`config.mk`:
```
export PLATFORM = sky130hd
export DESIGN_NAME = scd_top
export DESIGN_NICKNAME = d
export VERILOG_FILES = /design/src/rtl/scd_pkg.sv /design/src/rtl/scd_decode.sv /design/src/rtl/scd_chan_seq.sv /design/src/rtl/scd_fsm.sv /design/src/rtl/scd_top.sv
export SDC_FILE = /design/constraint.sdc
export NUM_CORES = 1
export LEC_CHECK = 0
export BUFFER_PORTS_ARGS = -buffer_cell sky130_fd_sc_hd__buf_2
export CELL_PAD_IN_SITES_DETAIL_PLACEMENT = 1
export CELL_PAD_IN_SITES_GLOBAL_PLACEMENT = 1
export CORE_MARGIN = 2
export CORE_UTILIZATION = 30
export CTS_CLUSTER_DIAMETER = 50
export DETAILED_ROUTE_END_ITERATION = 10
export PLACE_DENSITY = 0.71
export SLEW_MARGIN = 20
export SYNTH_ARGS = -nofsm -noshare
export SYNTH_HDL_FRONTEND = slang
export SYNTH_SLANG_ARGS = --single-unit
```
`constraint.sdc`:
```
create_clock -name clk -period 2.1 [get_ports clk]
set_clock_uncertainty 0.15 [all_clocks]
set_input_delay 0 -clock clk [delete_from_list [all_inputs] [get_ports clk]]
set_output_delay 0 -clock clk [all_outputs]
set_load 0.01 [all_outputs]
```
`src/rtl/scd_pkg.sv`:
```
`timescale 1ns/1ps
package scd_pkg;

    localparam int BYTE_W = 8;
    localparam int ID_W   = 4;
    localparam int CODE_W = 2;

    typedef enum logic [2:0] {
        ST_IDLE,
        ST_ACK,
        ST_GAP,
        ST_XFER,
        ST_RESAMP,
        ST_MSAMP,
        ST_MCONV
    } seq_state_e;

    typedef struct packed {
        logic              lim;
        logic [CODE_W-1:0] code;
        logic              rd;
        logic              auto_req;
    } cmd_fields_t;

endpackage

```
`src/rtl/scd_decode.sv`:
```
`timescale 1ns/1ps
module scd_decode
    import scd_pkg::*;
#(
    parameter logic [ID_W-1:0] ID_FIXED = 4'b1001
) (
    input  logic [BYTE_W-1:0] cmd_byte,
    input  logic              var_addr,
    input  logic [ID_W-2:0]   addr_pins,
    input  logic              ce_n,
    output logic              id_hit,
    output cmd_fields_t       fields
);

    localparam logic [CODE_W-1:0] CODE_AUTO = '1;

    logic [ID_W-1:0] exp_id;

    always_comb begin
        exp_id          = var_addr ? {addr_pins, 1'b1} : ID_FIXED;
        id_hit          = (cmd_byte[BYTE_W-1 -: ID_W] == exp_id) && (!var_addr || !ce_n);
        fields.lim      = cmd_byte[3];
        fields.code     = cmd_byte[2:1];
        fields.rd       = cmd_byte[0];
        fields.auto_req = !cmd_byte[3] && (cmd_byte[2:1] == CODE_AUTO);
    end

endmodule

```
`src/rtl/scd_chan_seq.sv`:
```
`timescale 1ns/1ps
module scd_chan_seq
    import scd_pkg::*;
#(
    parameter int CH_W      = 2,
    parameter int N_CH_WIDE = 3,
    parameter int N_CH_NARR = 2
) (
    input  logic              clk,
    input  logic              rst_n,
    input  logic              load,
    input  logic [CODE_W-1:0] load_code,
    input  logic              load_auto,
    input  logic              step,
    input  logic              var_three,
    output logic [CH_W-1:0]   chan
);

    localparam logic [CH_W-1:0] LAST_WIDE = CH_W'(N_CH_WIDE - 1);
    localparam logic [CH_W-1:0] LAST_NARR = CH_W'(N_CH_NARR - 1);

    logic            auto_q;
    logic [CH_W-1:0] last_ch;
    logic [CH_W-1:0] chan_adv;

    always_comb begin
        last_ch  = var_three ? LAST_WIDE : LAST_NARR;
        chan_adv = (chan == last_ch) ? '0 : chan + CH_W'(1);
    end

    always_ff @(posedge clk or negedge rst_n) begin
        if (!rst_n) begin
            chan   <= '0;
            auto_q <= 1'b0;
        end else if (load) begin
            auto_q <= load_auto;
            chan   <= load_auto ? '0 : CH_W'(load_code);
        end else if (step && auto_q) begin
            chan <= chan_adv;
        end
    end

endmodule

```
`src/rtl/scd_fsm.sv`:
```
`timescale 1ns/1ps
module scd_fsm
    import scd_pkg::*;
(
    input  logic clk,
    input  logic rst_n,
    input  logic accept,
    input  logic cmd_lim,
    input  logic cmd_rd,
    input  logic scl_rise,
    input  logic scl_fall,
    input  logic bus_stop,
    input  logic word_ack,
    input  logic conv_done,
    output logic step,
    output logic cmd_ack,
    output logic sample_en,
    output logic conv_start,
    output logic rd_shift,
    output logic lim_access,
    output logic lim_write,
    output logic monitor_on
);

    seq_state_e state, state_nx;
    logic       lim_q;
    logic       rd_q;

    // state register and latched command fields
    always_ff @(posedge clk or negedge rst_n) begin
        if (!rst_n) begin
            state <= ST_IDLE;
            lim_q <= 1'b0;
            rd_q  <= 1'b0;
        end else begin
            state <= state_nx;
            if (accept) begin
                lim_q <= cmd_lim;
                rd_q  <= cmd_rd;
            end
        end
    end

    // next state
    always_comb begin
        state_nx = state;
        if (accept) begin
            state_nx = ST_ACK;
        end else begin
            unique case (state)
                ST_IDLE:   state_nx = ST_IDLE;
                ST_ACK: begin
                    if (bus_stop)      state_nx = ST_IDLE;
                    else if (scl_fall) state_nx = lim_q ? ST_XFER : (rd_q ? ST_GAP : ST_MSAMP);
                end
                ST_GAP: begin
                    if (bus_stop)      state_nx = ST_IDLE;
                    else if (scl_rise) state_nx = ST_XFER;
                end
                ST_XFER: begin
                    if (bus_stop)                        state_nx = ST_IDLE;
                    else if (word_ack && !lim_q && rd_q) state_nx = ST_RESAMP;
                end
                ST_RESAMP: begin
                    if (bus_stop)      state_nx = ST_IDLE;
                    else if (scl_fall) state_nx = ST_GAP;
                end
                ST_MSAMP:  state_nx = ST_MCONV;
                ST_MCONV: begin
                    if (conv_done)     state_nx = ST_MSAMP;
                end
                default:   state_nx = ST_IDLE;
            endcase
        end
    end

    // outputs
    always_comb begin
        cmd_ack    = (state == ST_ACK);
        sample_en  = ((state == ST_ACK) && !lim_q) || (state == ST_GAP) ||
                     (state == ST_RESAMP) || (state == ST_MSAMP);
        conv_start = ((state == ST_GAP) && (state_nx == ST_XFER)) || (state == ST_MSAMP);
        rd_shift   = (state == ST_XFER) && rd_q && scl_fall;
        lim_access = (state == ST_XFER) && lim_q;
        lim_write  = (state == ST_XFER) && lim_q && !rd_q;
        monitor_on = (state == ST_MSAMP) || (state == ST_MCONV);
        step       = ((state == ST_XFER) && (state_nx == ST_RESAMP)) ||
                     ((state == ST_MCONV) && (state_nx == ST_MSAMP));
    end

endmodule

```
`src/rtl/scd_top.sv`:
```
`timescale 1ns/1ps
module scd_top
    import scd_pkg::*;
#(
    parameter int CH_W      = 2,
    parameter int N_CH_WIDE = 3,
    parameter int N_CH_NARR = 2
) (
    input  logic              clk,
    input  logic              rst_n,
    input  logic [BYTE_W-1:0] cmd_byte,
    input  logic              cmd_valid,
    input  logic              scl_rise,
    input  logic              scl_fall,
    input  logic              bus_stop,
    input  logic              word_ack,
    input  logic              conv_done,
    input  logic              var_three,
    input  logic              var_addr,
    input  logic [ID_W-2:0]   addr_pins,
    input  logic              ce_n,
    output logic              cmd_ack,
    output logic [CH_W-1:0]   mux_sel,
    output logic              sample_en,
    output logic              conv_start,
    output logic              rd_shift,
    output logic              lim_access,
    output logic              lim_write,
    output logic              monitor_on
);

    logic        id_hit;
    logic        accept;
    logic        step;
    cmd_fields_t fields;

    assign accept = cmd_valid && id_hit;

    scd_decode u_decode (
        .cmd_byte  (cmd_byte),
        .var_addr  (var_addr),
        .addr_pins (addr_pins),
        .ce_n      (ce_n),
        .id_hit    (id_hit),
        .fields    (fields)
    );

    scd_chan_seq #(
        .CH_W      (CH_W),
        .N_CH_WIDE (N_CH_WIDE),
        .N_CH_NARR (N_CH_NARR)
    ) u_seq (
        .clk       (clk),
        .rst_n     (rst_n),
        .load      (accept),
        .load_code (fields.code),
        .load_auto (fields.auto_req),
        .step      (step),
        .var_three (var_three),
        .chan      (mux_sel)
    );

    scd_fsm u_fsm (
        .clk        (clk),
        .rst_n      (rst_n),
        .accept     (accept),
        .cmd_lim    (fields.lim),
        .cmd_rd     (fields.rd),
        .scl_rise   (scl_rise),
        .scl_fall   (scl_fall),
        .bus_stop   (bus_stop),
        .word_ack   (word_ack),
        .conv_done  (conv_done),
        .step       (step),
        .cmd_ack    (cmd_ack),
        .sample_en  (sample_en),
        .conv_start (conv_start),
        .rd_shift   (rd_shift),
        .lim_access (lim_access),
        .lim_write  (lim_write),
        .monitor_on (monitor_on)
    );

endmodule

```
==> results of run 1 <==
==> power groups by stage <==
stage	Clock (W)	Combinational [W]	Sequential [W]
5_1_grt	0.000131	0.000150	0.000217
3_3_place_gp	0	0.000121	0.000209
4_1_cts	0.000125	0.000137	0.000212
3_5_place_dp	0	0.000126	0.000215
2_1_floorplan	0	0.0000657	0.000209
6_report	0.000121	0.000135	0.000212
==> routing by layer <==
layer	share of wire (%)	wire, um
met3	4.1	93
met5	0	0
met1	42	961
met2	51	1160
met4	1.9	44
==> per-stage QoR <==
step           std cells  setup WS (ns)  area, um^2  power, W  hold WS [ns]
6_report             156          0.145        1030  0.000467        0.0270
5_1_grt              156        0.00566        1030  0.000498        0.0479
4_1_cts              156          0.133        1030  0.000475        0.0152
3_5_place_dp         145          0.185         928  0.000341        -0.290
3_3_place_gp         145          0.279         928  0.000330        -0.292
2_1_floorplan         87          0.369         731  0.000275        -0.446
==> cells in the final DEF, fill, tap and decap left out, drive strengths merged, types with 3 or more instances in the layout <==
master       synthesis  routed
buf                  2      34
dlygate4sd3          0       8
dfrtp                8       8
o21ai                6       6
nor2b                6       6
nor2                 6       6
inv                  4       4
nand2b               4       4
nor3                 4       4
nand2                3       3
clkbuf               2       3
==> flip-flops by register name, indices dropped and copies added, names as in the netlist <==
register      cells
u_fsm.state       3
u_seq.chan        2
u_fsm.lim_q       1
u_fsm.rd_q        1
u_seq.auto_q      1
==> path summary, 6_finish.rpt <==
path                       cells after the start            from             end  slack [ns]
setup / recovery                               6  u_fsm.state[0]      conv_start        0.14
hold / removal                                 3       conv_done  u_fsm.state[0]        0.03
setup reg to reg                               4     u_fsm.lim_q   u_seq.chan[1]        0.17
hold reg to reg                                2    u_seq.auto_q    u_seq.auto_q        0.39
max in group asynchronous                      3           rst_n    u_seq.auto_q        0.93
min in group asynchronous                      3           rst_n  u_fsm.state[2]        0.59
==> cell type report <==
cell class	instances	area [um^2]	share of cell area (%)
multi-input combinational	71	498	48.3
timing repair buffer	42	260	25.2
sequential	8	200	19.4
tap	28	35.0	3.40
clock buffer	3	22.5	2.18
inverter	4	15.0	1.46
==> critical path: cells and delay by family, from the launching register on <==
kind	cells	cell delay, ns
AND/OR/NAND/NOR	2	0.50
buffers and inverters	2	0.32
flip-flops	1	0.40
AO/OA/AOI/OAI	2	0.34
==> kinds of logic (layout without fill, tap and decap cells) <==
group,after synthesis,after routing
and+or+nand+nor,45,45
muxes,3,3
AOI/OAI and AO/OA,22,22
buffers and inverters,8,49
xor gates and xnor gates,1,1
DFF,8,8
==> results.tsv, run 1 <==
metric	value	unit
post_cts_buffers	0	
power.leakage	0.493	nW
crit_slowest_cell	dfrtp_1	
synth.top_cell.area_share	27.4	%
cts_hold_buf	8	
worst_pin_slew	0.496	ns
start_kind	register	
diodes	0	
async_reset_ff_share	100	%
ys_seq_elements	8	
ir_drop	0.191	mV
rows	17	
synth-edff-count	0	
fin_nets	152	
drtIter0Drc	4	
grt_pass1_vias	860	
synth_most_common_cell	dfrtp_1	
grt_max_degree	13	
core	2250	um^2
synth.yosys.seq_area_share	27.4	%
die-area	2850	um^2
synth_nets	109	
synthAdderAreaFrac	0	%
synthTopCellsByCount	8 x dfrtp_1, 6 x nor2b_1, 6 x o21ai_0	
dp_hpwl	1850	um
fin_crit_sh	93.1	%
cp_cell_sequence	buf_4 > or3b_1 > o32a_1 > nor2_1 > a32o_1 > buf_2	
comb_power_share	29.0	%
p_int	0.000320	W
rsz0062_at_grt	no	
max_cap_viol_count	0	
gr-usage-all-layers	18.3	%
clockBufferDepth	2	
worstHoldPathType	in2reg	
finalSetupTns	0	ns
synth_mux_area_share	4.28	%
finalWirelength	2270	um
clock-sinks	8	
area_growth	41.1	%
die_y	53.4	um
pin_count	31	
met1_usage	20.0	%
power.density	453	nW/um^2
synth_top_family_by_area	simple AND/OR/NAND/NOR gates	
slew_headroom	66.5	%
met2_usage	34.6	%
finalMaxSlewViolations	0	
ys.warnings.count	0	
post-route-min-period	1.96	ns
grt_pass1_wl	3740	um
final_hold_viol_count	0	
cts_resized	0	
yosys.area_share.simple	40.9	%
initial_core_util	32.4	%
syn_avg_cell_area	8.40	um^2
synth_xor_area_share	1.20	%
grt_overflow_total	0	
place_congestion	0.824	
drive_gt1_share	35.9	%
synthCells	87	
drc	0	
cp_max_fo	10	
crit_arrival	1.81	ns
antenna_found_initial	0	
final_util	45.7	%
p_switching	0.000147	W
postRouteAntennaNets	0	
power_frac_seq	45.2	%
fp.dieW	53.4	um
grt-busiest-layer	met2	
numCtsBuffers	3	
drt-pass1-iter-count	4	
required	1.95	ns
setup_violations	0	
numPortBuffers	30	
critPathMaxStageDelay	0.40	ns
clk_pin_slew	0.06	ns
outcome	finished clean	
ys.flop_type	dfrtp_1	
n_fill_cell	302	
netlist_area	731	um^2
max_freq	0.511	GHz
post_drt_wl_per_cell	14.5	um
switching_share	31.5	%
via_per_inst	5.45	
path_class	reg2out	
clock_latency	0.25	ns
tritoncts	yes	
root_buffer	clkbuf_4	
synth_top_cell_by_area	dfrtp_1	
synth.area.top_cells	dfrtp_1 27%, nor2b_1 5.1%, o21ai_0 4.1%, nand2b_1 3.4%, mux2i_1 2.7%	
end_kind	output pin	
h-tree-depth	1	
synth-compound-area-share	21.7	%
pwr-share-clk	25.8	%
yosysUniqueCellTypes	46	
vias	850	
use_met3	0.847	%
Note: power is estimated with default switching activity, not from simulation.
==> run 2: changes to the inputs <==
CORE_UTILIZATION = 29   (was 30)
PLACE_DENSITY = 0.72   (was 0.71)
clock period = 1.65 ns   (was 2.1 ns; I/O delays follow)
==> run 2 against run 1 <==
  * The run now ends with setup timing left
  * Hold slack got worse by 0.011 ns
  * Clock power increased by 23%
  * Register-to-register slack worse by 0.32 ns
  * Die area increased by 3.2%
  * Setup slack lost 0.34 ns
  * Power rose by 34%
  * Final cell count increased by 11%
  * Combinational power rose by 66%
  * Routed wire length rose by 18%
  * Sequential share of layout area decreased by 3.2 points
  * Clock-buffer cell count unchanged
==> results.tsv, run 2 (synthesis results as in run 1) <==
metric	value	unit	change
fin_nets	167		was 152
top_regs	u_fsm.state (3), u_seq.chan (2)		unchanged
grt_pass1_vias	987		was 860
critPathMaxStageDelay	0.44	ns	was 0.40 ns
pin_count	31		unchanged
postRouteAntennaNets	0		unchanged
clockBufferDepth	2		unchanged
cp_max_fo	4		was 10
grt_pass1_wl	4240	um	was 3740 um
final_hold_viol_count	0		unchanged
finalWorstSetupSlack	-0.192	ns	was 0.145 ns
rsz0062_at_grt	yes		was no
post_drt_wl_per_cell	15.4	um	was 14.5 um
grt_overflow_total	0		unchanged
worst_pin_slew	0.384	ns	was 0.496 ns
path_class	reg2out		unchanged
numCtsBuffers	3		unchanged
die_y	54.2	um	was 53.4 um
post-route-min-period	1.84	ns	
finalWirelength	2670	um	was 2270 um
rows	18		was 17
core	2430	um^2	was 2250 um^2
gr-usage-all-layers	20.2	%	was 18.3%
start_kind	register		unchanged
fin_worst_hold_slack	0.0165	ns	was 0.0270 ns
finalSetupTns	-0.545	ns	was 0 ns
crit_slowest_cell	dfrtp_2		was dfrtp_1
setup_violations	5		was 0
clock_latency	0.25	ns	about the same
diodes	0		unchanged
via_per_inst	5.16		was 5.45
crit_arrival	1.69	ns	was 1.81 ns
drive_gt1_share	51.7	%	was 35.9%
h-tree-depth	1		unchanged
cp_cell_sequence	or3b_4 > o32a_1 > nor2_2 > a32o_1 > buf_2		was buf_4 > or3b_1 > o32a_1 > nor2_1 > a32o_1 > buf_2
max_freq	0.543	GHz	
grt_max_degree	12		was 13
drt-pass1-iter-count	4		unchanged
violations	setup timing		
final_common_cell	buf_2		unchanged
end_kind	output pin		unchanged
place_congestion	0.762		was 0.824
clock-sinks	8		unchanged
largest_reg_flops	3		unchanged
die-area	2940	um^2	was 2850 um^2
vias	893		was 850
regMostFlops	u_fsm.state		unchanged
antenna_found_initial	0		unchanged
slew_headroom	74.3	%	was 66.5%
clk_pin_slew	0.05	ns	was 0.06 ns
power.leakage	0.577	nW	was 0.493 nW
drtIter0Drc	7		was 4
outcome	finished with violations		was finished clean
max_cap_viol_count	0		unchanged
final_util	51.5	%	was 45.7%
numPortBuffers	30		unchanged
power.density	500	nW/um^2	was 453 nW/um^2
initial_core_util	30.0	%	was 32.4%
finalMaxSlewViolations	0		unchanged
worstHoldPathType	in2reg		unchanged
drc	0		unchanged
ir_drop	0.261	mV	was 0.191 mV
required	1.50	ns	was 1.95 ns
tritoncts	yes		unchanged
dp_hpwl	1900	um	was 1850 um
fp.dieW	54.2	um	was 53.4 um
final_cell_mix	28 x buf_2, 16 x buf_4, 7 x dlygate4sd3_1, 6 x buf_6, 6 x dfrtp_1		was 30 x buf_2, 8 x dlygate4sd3_1, 8 x dfrtp_1, 6 x o21ai_0, 6 x nor2b_1
fin_crit_sh	112	%	
root_buffer	clkbuf_4		unchanged
area_growth	71.4	%	was 41.1%
run 2: changes by cell type in the layout (fill, tap and decap cells not counted), sizes merged:
cell and change:
buf +16, dlygate4sd3 -1
run 2: where the power goes:
part	leakage, nW	total, W	switching (W)	internal [W]
clock	0.0138	0.000149	0.0000661	0.0000832
sequential	0.102	0.000254	0.0000259	0.000228
combinational	0.461	0.000224	0.000102	0.000122
total	0.577	0.000627	0.000194	0.000433
run 2: worst paths after layout:
check | start | end | slack, ns | cells after the start
setup / recovery | u_fsm.state[1] | conv_start | -0.19 | 5
hold / removal | scl_fall | u_fsm.state[1] | 0.02 | 3
setup reg to reg | u_fsm.state[1] | u_seq.chan[0] | -0.15 | 6
hold reg to reg | u_seq.auto_q | u_seq.auto_q | 0.36 | 2
max in group asynchronous | rst_n | u_fsm.state[0] | 0.46 | 3
min in group asynchronous | rst_n | u_fsm.state[2] | 0.59 | 3
run 2: routing by layer:
layer  track usage (%)  part of all wire [%]  vias up
li1                  -                     -      438
met1              19.6                    39      418
met2              41.8                    55       33
met3              1.94                   3.6        4
met4              8.33                   1.9        0
met5                 0                     0        -
run 2: final cells by class:
class                   instances  area (um^2)
inverters                       4         15.0
clock buffers                   3         22.5
flip-flops and latches          8          203
multi-input cells              71          577
repair buffers                 57          398
well taps                      30         37.5
fillers                       293         1180
run 2: through the flow:
stage	cell area [um^2]	std cells	setup WS [ns]	total power, W
detailed placement	1010	157	-0.126	0.000457
finish	1250	173	-0.192	0.000627
CTS	1200	173	-0.182	0.000628
global route	1250	173	-0.262	0.000677
floorplan	731	87	0.0147	0.000350
global placement	1010	157	-0.0361	0.000447
run 2: worst max-delay path: cells and delay by family, from the launching register on:
family,cells,cell delay (ns)
AO/OA/AOI/OAI,2,0.36
buffers and inverters,1,0.13
flip-flops,1,0.44
AND/OR/NAND/NOR,2,0.52
run 2: what timing repair did:
action / in CTS / in global routing
gates resized for setup: 13 / 11
hold buffers: 7 / 0
buffers inserted: 7 / 0
endpoints found under the hold margin: 12 / 0
pin swaps: 7 / 2
endpoints found under the setup margin: 6 / 8
